### config.mk
export PLATFORM = sky130hd
export DESIGN_NAME = track_step_engine
export DESIGN_NICKNAME = d
export VERILOG_FILES = /design/src/rtl/track_step_pkg.sv /design/src/rtl/track_step_next.sv /design/src/rtl/track_lowest_pick.sv /design/src/rtl/track_step_engine.sv
export SDC_FILE = /design/constraint.sdc
export NUM_CORES = 2
export LEC_CHECK = 0
export ABC_CLOCK_PERIOD_IN_PS = 27900
export BUFFER_PORTS_ARGS = -buffer_cell sky130_fd_sc_hd__buf_2
export CORE_ASPECT_RATIO = 0.6
export CORE_UTILIZATION = 55
export CTS_CLUSTER_SIZE = 10
export DETAILED_ROUTE_END_ITERATION = 10
export HOLD_SLACK_MARGIN = 0.03
export PLACE_DENSITY = 0.68
export SLEW_MARGIN = 25
export SYNTH_ARGS = -nofsm -noshare
export SYNTH_HDL_FRONTEND = slang
export SYNTH_SLANG_ARGS = --single-unit
### constraint.sdc
create_clock -name clk -period 27.9 [get_ports clk]
set_input_delay 1.395 -clock clk [delete_from_list [all_inputs] [get_ports clk]]
set_output_delay 1.395 -clock clk [all_outputs]
set_load 0.03 [all_outputs]
### src/rtl/track_step_pkg.sv
package track_step_pkg;

    typedef enum logic [1:0] {
        DIR_FWD = 2'd0,
        DIR_REV = 2'd1,
        DIR_PP  = 2'd2
    } dir_e;

    typedef enum logic [2:0] {
        MOD_NONE    = 3'd0,
        MOD_RESTART = 3'd1,
        MOD_SETNUM  = 3'd2,
        MOD_SETLEN  = 3'd3,
        MOD_SETDIR  = 3'd4
    } modop_e;

    typedef enum logic [1:0] {
        ST_IDLE  = 2'd0,
        ST_ACCUM = 2'd1,
        ST_DRAIN = 2'd2
    } state_e;

    localparam logic [3:0] SEL_NUM    = 4'd0;
    localparam logic [3:0] SEL_DEN    = 4'd1;
    localparam logic [3:0] SEL_LEN    = 4'd2;
    localparam logic [3:0] SEL_DIR    = 4'd3;
    localparam logic [3:0] SEL_STRIDE = 4'd4;
    localparam logic [3:0] SEL_MSTEP  = 4'd5;
    localparam logic [3:0] SEL_MTGT   = 4'd6;
    localparam logic [3:0] SEL_MOP    = 4'd7;
    localparam logic [3:0] SEL_MVAL   = 4'd8;

endpackage

### src/rtl/track_step_next.sv
module track_step_next
    import track_step_pkg::*;
#(
    parameter int SW = 4,
    parameter int LW = 5
) (
    input  logic [SW-1:0] step_i,
    input  logic [LW-1:0] len_i,
    input  dir_e          dir_i,
    input  logic [LW-1:0] stride_i,
    input  logic          up_i,
    output logic [SW-1:0] nxt_o,
    output logic          up_o
);
    logic [LW:0] s, l, m, sum;

    always_comb begin
        s    = (LW+1)'(step_i);
        l    = (LW+1)'(len_i);
        m    = (LW+1)'(stride_i % len_i);
        sum  = '0;
        up_o = up_i;
        if (s >= l) begin
            // position left outside a shortened loop: restart it
            sum  = '0;
            up_o = 1'b1;
        end else begin
            unique case (dir_i)
                DIR_REV: sum = (s >= m) ? s - m : s + l - m;
                DIR_PP: begin
                    if (l == 1) begin
                        sum = '0;
                    end else if (up_i) begin
                        if (s == l - 1) begin
                            sum  = s - 1;
                            up_o = 1'b0;
                        end else begin
                            sum = s + 1;
                        end
                    end else begin
                        if (s == 0) begin
                            sum  = 1;
                            up_o = 1'b1;
                        end else begin
                            sum = s - 1;
                        end
                    end
                end
                default: begin
                    sum = s + m;
                    if (sum >= l) sum = sum - l;
                end
            endcase
        end
        nxt_o = SW'(sum);
    end

endmodule

### src/rtl/track_lowest_pick.sv
module track_lowest_pick #(
    parameter int N  = 12,
    parameter int IW = 4
) (
    input  logic [N-1:0]  req_i,
    output logic          any_o,
    output logic [IW-1:0] idx_o
);
    always_comb begin
        idx_o = '0;
        for (int i = N - 1; i >= 0; i--) begin
            if (req_i[i]) idx_o = IW'(i);
        end
        any_o = |req_i;
    end
endmodule

### src/rtl/track_step_engine.sv
module track_step_engine
    import track_step_pkg::*;
#(
    parameter int NTRK    = 12,
    parameter int MAX_LEN = 16,
    parameter int RW      = 6,
    parameter int DW      = 8
) (
    input  logic                     clk,
    input  logic                     rst_n,
    input  logic                     tick_i,
    input  logic                     restart_i,
    input  logic                     cfg_we_i,
    input  logic [$clog2(NTRK)-1:0]  cfg_trk_i,
    input  logic [3:0]               cfg_sel_i,
    input  logic [DW-1:0]            cfg_data_i,
    output logic                     ev_valid_o,
    output logic [$clog2(NTRK)-1:0]  ev_trk_o,
    output logic [$clog2(MAX_LEN)-1:0] ev_step_o
);
    localparam int TW = $clog2(NTRK);
    localparam int SW = $clog2(MAX_LEN);
    localparam int LW = $clog2(MAX_LEN + 1);
    localparam int AW = RW + 1;

    state_e state, state_nx;
    logic   tick_pend;

    logic [RW-1:0] num    [NTRK];
    logic [RW-1:0] den    [NTRK];
    logic [AW-1:0] acc    [NTRK];
    logic [LW-1:0] len    [NTRK];
    dir_e          dir    [NTRK];
    logic [LW-1:0] stride [NTRK];
    logic          up     [NTRK];
    logic [SW-1:0] step   [NTRK];
    logic [SW-1:0] mstep  [NTRK];
    logic [TW-1:0] mtgt   [NTRK];
    modop_e        mop    [NTRK];
    logic [DW-1:0] mval   [NTRK];

    logic [SW-1:0] nxt    [NTRK];
    logic          nxt_up [NTRK];
    logic [NTRK-1:0] ready;
    logic          any_rdy;
    logic [TW-1:0] pick;
    logic          adv, mod_fire;
    logic [TW-1:0] mod_tgt;

    function automatic logic [LW-1:0] clamp_len(input logic [DW-1:0] v);
        if (v == '0) return LW'(1);
        if (int'(v) > MAX_LEN) return LW'(MAX_LEN);
        return LW'(v);
    endfunction

    for (genvar g = 0; g < NTRK; g++) begin : g_trk
        track_step_next #(.SW(SW), .LW(LW)) u_next (
            .step_i  (step[g]),
            .len_i   (len[g]),
            .dir_i   (dir[g]),
            .stride_i(stride[g]),
            .up_i    (up[g]),
            .nxt_o   (nxt[g]),
            .up_o    (nxt_up[g])
        );
        assign ready[g] = (den[g] != '0) && (acc[g] >= AW'(den[g]));
    end

    track_lowest_pick #(.N(NTRK), .IW(TW)) u_pick (
        .req_i(ready),
        .any_o(any_rdy),
        .idx_o(pick)
    );

    assign adv      = (state == ST_DRAIN) && any_rdy;
    assign mod_fire = adv && (mop[pick] != MOD_NONE) && (nxt[pick] == mstep[pick]);
    assign mod_tgt  = mtgt[pick];

    // next-state logic
    always_comb begin
        state_nx = state;
        unique case (state)
            ST_IDLE:  if (tick_i || tick_pend) state_nx = ST_ACCUM;
            ST_ACCUM: state_nx = ST_DRAIN;
            ST_DRAIN: if (!any_rdy) state_nx = ST_IDLE;
            default:  state_nx = ST_IDLE;
        endcase
    end

    // state register
    always_ff @(posedge clk or negedge rst_n) begin
        if (!rst_n) begin
            state     <= ST_IDLE;
            tick_pend <= 1'b0;
        end else if (restart_i) begin
            state     <= ST_IDLE;
            tick_pend <= 1'b0;
        end else begin
            state <= state_nx;
            if (state == ST_IDLE) tick_pend <= 1'b0;
            else if (tick_i)      tick_pend <= 1'b1;
        end
    end

    // track datapath
    always_ff @(posedge clk or negedge rst_n) begin
        if (!rst_n) begin
            for (int t = 0; t < NTRK; t++) begin
                num[t] <= '0;        den[t] <= RW'(1);
                acc[t] <= '0;        len[t] <= LW'(MAX_LEN);
                dir[t] <= DIR_FWD;   stride[t] <= LW'(1);
                up[t]  <= 1'b1;      step[t] <= '0;
                mstep[t] <= '0;      mtgt[t] <= '0;
                mop[t] <= MOD_NONE;  mval[t] <= '0;
            end
        end else if (restart_i) begin
            for (int t = 0; t < NTRK; t++) begin
                acc[t]  <= '0;
                step[t] <= '0;
                up[t]   <= 1'b1;
            end
        end else begin
            if (state == ST_ACCUM) begin
                for (int t = 0; t < NTRK; t++) begin
                    if (den[t] != '0) acc[t] <= acc[t] + AW'(num[t]);
                end
            end
            if (adv) begin
                acc[pick]  <= acc[pick] - AW'(den[pick]);
                step[pick] <= nxt[pick];
                up[pick]   <= nxt_up[pick];
            end
            if (cfg_we_i && int'(cfg_trk_i) < NTRK) begin
                unique case (cfg_sel_i)
                    SEL_NUM:    num[cfg_trk_i]    <= RW'(cfg_data_i);
                    SEL_DEN:    den[cfg_trk_i]    <= RW'(cfg_data_i);
                    SEL_LEN:    len[cfg_trk_i]    <= clamp_len(cfg_data_i);
                    SEL_DIR:    dir[cfg_trk_i]    <= dir_e'(cfg_data_i[1:0]);
                    SEL_STRIDE: stride[cfg_trk_i] <= clamp_len(cfg_data_i);
                    SEL_MSTEP:  mstep[cfg_trk_i]  <= SW'(cfg_data_i);
                    SEL_MTGT:   mtgt[cfg_trk_i]   <= TW'(cfg_data_i);
                    SEL_MOP:    mop[cfg_trk_i]    <= modop_e'(cfg_data_i[2:0]);
                    SEL_MVAL:   mval[cfg_trk_i]   <= cfg_data_i;
                    default: ;
                endcase
            end
            if (mod_fire && int'(mod_tgt) < NTRK) begin
                unique case (mop[pick])
                    MOD_RESTART: begin
                        step[mod_tgt] <= '0;
                        acc[mod_tgt]  <= '0;
                        up[mod_tgt]   <= 1'b1;
                    end
                    MOD_SETNUM: num[mod_tgt] <= RW'(mval[pick]);
                    MOD_SETLEN: len[mod_tgt] <= clamp_len(mval[pick]);
                    MOD_SETDIR: dir[mod_tgt] <= dir_e'(mval[pick][1:0]);
                    default: ;
                endcase
            end
        end
    end

    // outputs
    always_ff @(posedge clk or negedge rst_n) begin
        if (!rst_n) begin
            ev_valid_o <= 1'b0;
            ev_trk_o   <= '0;
            ev_step_o  <= '0;
        end else if (restart_i) begin
            ev_valid_o <= 1'b0;
        end else begin
            ev_valid_o <= adv;
            if (adv) begin
                ev_trk_o  <= pick;
                ev_step_o <= nxt[pick];
            end
        end
    end

endmodule

### Yosys cells after proc, flatten, opt, wreduce, memory -nomap -nowiden

Cells that the tools add are included.

* add/sub/neg operators: 109
* div/mod/pow operators: 12
* magnitude comparators: 58
* equality and inequality tests: 65
* multiplexer cells: 345
* bitwise operators: 9
* reduce and logical (&&, ||, !) cells: 60

Operator list (count)
* $mux 84: 7
* $mux 4: 105
* $eq 4x32->1: 12
* $mux 72: 5
* $mux 60: 5
* $mux 48: 5
* $bwmux 72: 3
* $bwmux 60: 3
* $bwmux 48: 3
* $sub 4x4->4: 36
* $mux 24: 5
* $mux 7: 16
* $mux 1: 105
* $mux 5: 21
* $bwmux 96: 1
* $pmux 4 s2: 12
* $add 7x6->7: 12
* $and 84x84->84: 1
* $bwmux 84: 1
* $ge 7x6->1: 12
* $not 84->84: 1
* $add 4x6->6: 12
* $ge 4x6->1: 12
* $ge 6x5->1: 12
* other kinds (61): 251

* bits in registers: 672
* input bits: 21
* output and inout bits: 9
* word-level logic and storage cells: 807

### Depth between registers and ports, before layout

* depth in word-level cells: 36
* gate-level depth with buffers: 57

### Modules after synthesis

A second synthesis with hierarchy kept.

* cell total of the unflattened synthesis: 6792
* area total of the unflattened synthesis: 64267.9 µm²

Modules (own cells, without submodules)
* track_step_engine: times used 1, cells each 3320, area each 36762.8 µm²
* track_step_next at g_trk[2].u_next ...: times used 7, cells each 280, area each 2255.9 µm²
* track_step_next at g_trk[0].u_next ...: times used 3, cells each 298, area each 2297.2 µm²
* track_step_next at g_trk[9].u_next: times used 1, cells each 296, area each 2367.3 µm²
* track_step_next at g_trk[1].u_next: times used 1, cells each 300, area each 2326.0 µm²
* track_lowest_pick: times used 1, cells each 22, area each 128.9 µm²

### Worst setup path before layout

OpenSTA, ideal clock, no wires.

* path kind: register to register
* start point: reg len[25] (netlist bit)
* end point: reg num[59] (netlist bit)
* setup time: 0.126 ns
* data arrival time: 12.681 ns
* path slack: 15.093 ns
* cell stages (with the launch flop): 53
* path buffers: 2
* cell sequence: dfrtp_1 > inv_1 > ha_1 > or4b_2 > nor3_1 > o21ai_0 > nor2_1 > ha_1 > nor4bb_1 > a211oi_1 > o21a_1 > ha_1 > a21o_1 > o21ai_0 > nor3_1 > or2_2 > ha_1 > o211a_1 > [17 not listed] > inv_1 > fa_1 > o21bai_1 > a21oi_1 > o32a_1 > mux2_2 > and2_1 > mux2i_1 > o221ai_1 > or4_1 > or4_1 > clkbuf_1 > or3_4 > a2111oi_4 > buf_6 > nand3_4 > a21o_1 > a221o_1

* word-level cells in the longest chain between the ends: 14

Ends and longest elaborated chain
* from (decl): line track_step_engine.sv:32 `logic [LW-1:0] len [NTRK];`
* from (signal, indexed assignment): line track_step_engine.sv:137 `SEL_LEN: len[cfg_trk_i] <= clamp_len(cfg_data_i);`
* from (signal, indexed assignment): line track_step_engine.sv:155 `MOD_SETLEN: len[mod_tgt] <= clamp_len(mval[pick]);`
* branches (longest 6 deep; another with $mod 5x5->6)
* $mux 4 *: line track_step_next.sv:23 `if (s >= l) begin`
* $bmux 4 s4 *: line track_step_engine.sv:76 `assign mod_fire = adv && (mop[pick] != MOD_NONE) && (nxt[pick] == mstep[pick]);`
* $mux 4 (not written as such) * (2 in series): line track_step_engine.sv:76
* $eq 4x4->1 *: line track_step_engine.sv:76
* $logic_and 1x1->1 *: line track_step_engine.sv:76
* $logic_and 1x1->1 *: line track_step_engine.sv:147 `if (mod_fire && int'(mod_tgt) < NTRK) begin`
* $mux 72 *: line track_step_engine.sv:147
* to (signal, indexed assignment): line track_step_engine.sv:135 `SEL_NUM: num[cfg_trk_i] <= RW'(cfg_data_i);`
* to (signal, indexed assignment): line track_step_engine.sv:154 `MOD_SETNUM: num[mod_tgt] <= RW'(mval[pick]);`
* to (decl): line track_step_engine.sv:29 `logic [RW-1:0] num [NTRK];`

Mark *: on every way between the ends. The select of a mux whose other input is x is not followed.
A chain may end at the register's enable or synchronous reset.

### Final worst setup path

* start point: reg len[45] (netlist bit)
* end point: reg acc[20] (netlist bit)

* word-level cells in the longest chain between the ends: 15

Ends and longest elaborated chain
* branches (longest 6 deep; another with $mod 5x5->6)
* $mux 4 *: line track_step_next.sv:23
* $bmux 4 s4 *: line track_step_engine.sv:76
* $mux 4 (not written as such) * (2 in series): line track_step_engine.sv:76
* $eq 4x4->1 *: line track_step_engine.sv:76
* $logic_and 1x1->1 *: line track_step_engine.sv:76
* $logic_and 1x1->1 *: line track_step_engine.sv:147
* $mux 84 *: line track_step_engine.sv:147
* $mux 84 *: line track_step_engine.sv:116 `end else if (restart_i) begin`
* to (signal, indexed assignment): line track_step_engine.sv:125 `if (den[t] != '0) acc[t] <= acc[t] + AW'(num[t]);`
* to (signal, indexed assignment): line track_step_engine.sv:129 `acc[pick] <= acc[pick] - AW'(den[pick]);`
* to (decl): line track_step_engine.sv:31 `logic [AW-1:0] acc [NTRK];`

Marks and branches as above.

==> summary.txt <==
Logic synthesis
  • Largest family of logic cells by synthesized area: compound AO/OA/AOI/OAI gates
  • Most used DFF post-synth: dfrtp_1
  • FFs w/ async S/R, synth: 100%
  • Netlist cell types: 106
  • Seq/Total Area, Yosys: 25.6%
  • Area share of fa/ha/maj cells after synthesis: 16.6%
  • Mux cell area share after synthesis: 12.1%
  • Compound-cell area share of the yosys netlist: 19.6%
  • Xor and xnor fraction of the mapped netlist area: 4.13%
  • Mapped Cells: 7516
  • Mapped Avg Cell Area: 8.76 sq um
  • Mapped Nets: 8352
  • EDFF count, synth: 0
  • Number of synthesized register bits: 672
  • Mapped Area: 65800 sq um
  • Synth Area in Simple Gates: 17.0%
  • Syn. warnings: 0

Routing
  • Post-route ant nets: 0
  • Vias/cell: 6.77
  • Met2 wire length: 91900 um
  • Via count: 61200
  • DR WL/cell: 27.1 um
  • Final WL: 245000 um
  • DRC Markers: 0
  • Wire length on met1: 106000 um
  • DRT iter0 DRCs: 8229
  • Max layer used: met5
  • Pre-Repair DR Iteration Count: 7
  • Detail Route met3 WL: 37500 um

Clock network
  • Hold buffers post-CTS: 0
  • CTS tree: built
  • Clk pin slew, worst setup/hold paths: 60 ps
  • Clock Path Buffers: 3
  • Clock root cell: clkbuf_16
  • # resized after CTS: 0
  • Post-CTS setup buffers: 0
  • Clock sinks: 672
  • Worst skew pair latency: 760 ps
  • Cts bufs inserted: 81
  • CTS H-tree lvls: 3

Critical path
  • Flop2flop setup slack: 12370 ps
  • Startpoint Class: register
  • Critical-path top delay cell: and4_1
  • Worst setup path class: register to register
  • Crit path DAT: 16060 ps
  • CP Capture Type: register
  • CP peak stage delay: 880 ps
  • CP required: 28430 ps
  • Worst-path maximum fanout: 16
  • Cell mode on critical path: ha_1

GRT
  • Vias in the first global route: 56900
  • Initial antenna violation count: 21
  • All-Layer GR Usage: 39.6%
  • First-pass GRT wire length: 367000 um
  • Pin count of the biggest net entering global routing: 181
  • Gr ovfl total: 0

STA
  • Fmax: 64.4 MHz
  • Worst-margin pin slew: 1210 ps
  • Slew Viols, Final: 0
  • Final TNS setup: 0 ps
  • Setup Viol. Count Final: 0
  • Final hold vios: 0
  • Final period utilization: 55.6%
  • Rel. slew slack: 19.1%
  • Skew final: 63.8 ps
  • Hold slack: 490 ps
  • RSZ-0062 raised after global routing: no
  • Post-layout minimum cycle time: 15530 ps

Run
  • Max-cap violations: 0

Floorplanning
  • Io pins: 30
  • Core area: 118000 sq um
  • Die area: 121000 sq um
  • Die width: 449 um
  • Starting density of the core: 55.9%
  • Rows: 97
  • Die Y: 270 um

Worst hold path
  • Worst hold path class: register to register

Layout
  • Storage cell area: 16900 sq um
  • Core Util, Final: 59.6%
  • Fraction of layout cells with a size suffix above 1: 12.2%
  • Fillers: 10400
  • Nets: 8220
  • Multi-input logic area: 45900 sq um
  • P&R area growth vs syn: 6.67%

Placed design
  • Gpl congestion: 1.07
  • Port bufs: 29
  • Placed wire-length estimate: 181000 um

Power
  • PD cells: 51.3 nW/um^2
  • IR drop worst, VDD: 0.0000698 V
  • Leak pwr: 33.5 nW

Run status
  • Status: completed
[stage by stage]
step                std cells  setup slack (ps)  cell area, sq um  total power [W]
CTS                      9022             12810             70100          0.00349
detailed placement       8884             12880             67600          0.00243
global route             9038             11680             70200          0.00366
finish                   9040             12370             70200          0.00360
floorplan                7516             15090             65800          0.00179
global placement         8883             13080             67500          0.00242
[final cells by class]
cell class	count	area share, %
sequential	672	24.0
timing repair buffer	132	1.40
multi-input combinational	5989	65.4
antenna	17	0.0606
clock inverter	14	0.406
tap	1584	2.82
clock buffer	124	3.20
inverter	508	2.72
[worst max-delay path, delay by kind of cell (launching register included)]
kind,cells,cell delay [ps]
AOI/OAI and AO/OA,16,3780
xor gates and xnor gates,1,340
adders and majority gates,7,2290
buffers and inverters,4,800
DFF,1,710
muxes,4,1900
and+or+nand+nor,14,5480
[worst paths after layout]
kind	start	to	cells after the start
max in group asynchronous	rst_n	mop[17]	5
worst max register to register	len[45]	acc[20]	46
worst max-delay path	len[45]	acc[20]	46
min in group asynchronous	rst_n	num[19]	1
worst min-delay path	stride[20]	stride[20]	2
worst min register to register	stride[20]	stride[20]	2
[flip-flops by register name, indices dropped and copies added (netlist names), 24 cells and up]
register and count:
dir 24, mval 96, mtgt 48, stride 60, len 60, num 72
den 72, acc 84, mop 36, step 48, mstep 48
[cells in the final DEF, fill, tap and decap left out, types with 58 or more instances in the layout]
| cell type | n |
|---|---|
| nand2_1 | 567 |
| o211ai_1 | 103 |
| mux4_2 | 58 |
| fa_1 | 97 |
| clkbuf_16 | 81 |
| or3_1 | 73 |
| buf_4 | 98 |
| o21a_1 | 91 |
| ha_1 | 718 |
| nor3_1 | 287 |
| mux2_2 | 420 |
| a21o_1 | 204 |
| mux2i_1 | 188 |
| xnor2_1 | 200 |
| o21ai_0 | 387 |
| nor2_1 | 571 |
| a21oi_1 | 485 |
| a211oi_1 | 77 |
| nand2b_1 | 59 |
| nor2b_1 | 106 |
| dfrtp_1 | 624 |
| nand3_1 | 214 |
| xor2_1 | 104 |
| inv_1 | 506 |
[power breakdown]
group	total (W)	leakage (nW)	internal [W]	switching, W
Clock	0.00107	1.21	0.000580	0.000493
Combinational	0.00147	23.6	0.000380	0.00109
Sequential	0.00105	8.68	0.00101	0.0000429
[layer usage]
layer,vias to the layer above,GRT usage [%]
li1,27100,-
met1,29800,57.9
met2,3709,51.2
met3,562,16.1
met4,10,14.1
met5,-,1.09
[cells by family after synthesis]
| kind of cell | Yosys count |
|---|---|
| flip-flops | 672 |
| adder cells (fa/ha/maj) | 815 |
| XOR/XNOR | 309 |
| AND/OR/NAND/NOR | 2273 |
| multiplexers | 667 |
| buffers and inverters | 855 |
| AO/OA/AOI/OAI | 1925 |
[cells in the mapped netlist (all sizes together), types with 74 or more instances]
cell	count	area share [%]
dfrtp	624	24
nand3	224	1.8
nand2	570	3.3
buf	77	0.56
nor2	579	3.3
o21a	91	1.0
o21ai	393	3.0
inv	506	2.9
or3	74	0.71
a21o	205	2.3
o211ai	104	1.2
nor3	294	2.2
a211oi	78	0.90
mux2i	189	2.9
mux2	420	7.2
clkbuf	270	1.5
a21oi	491	3.8
xnor2	201	2.7
nor2b	108	1.0
fa	97	3.0
xor2	107	1.4
ha	718	14
Note: power is estimated with default switching activity, not from simulation.
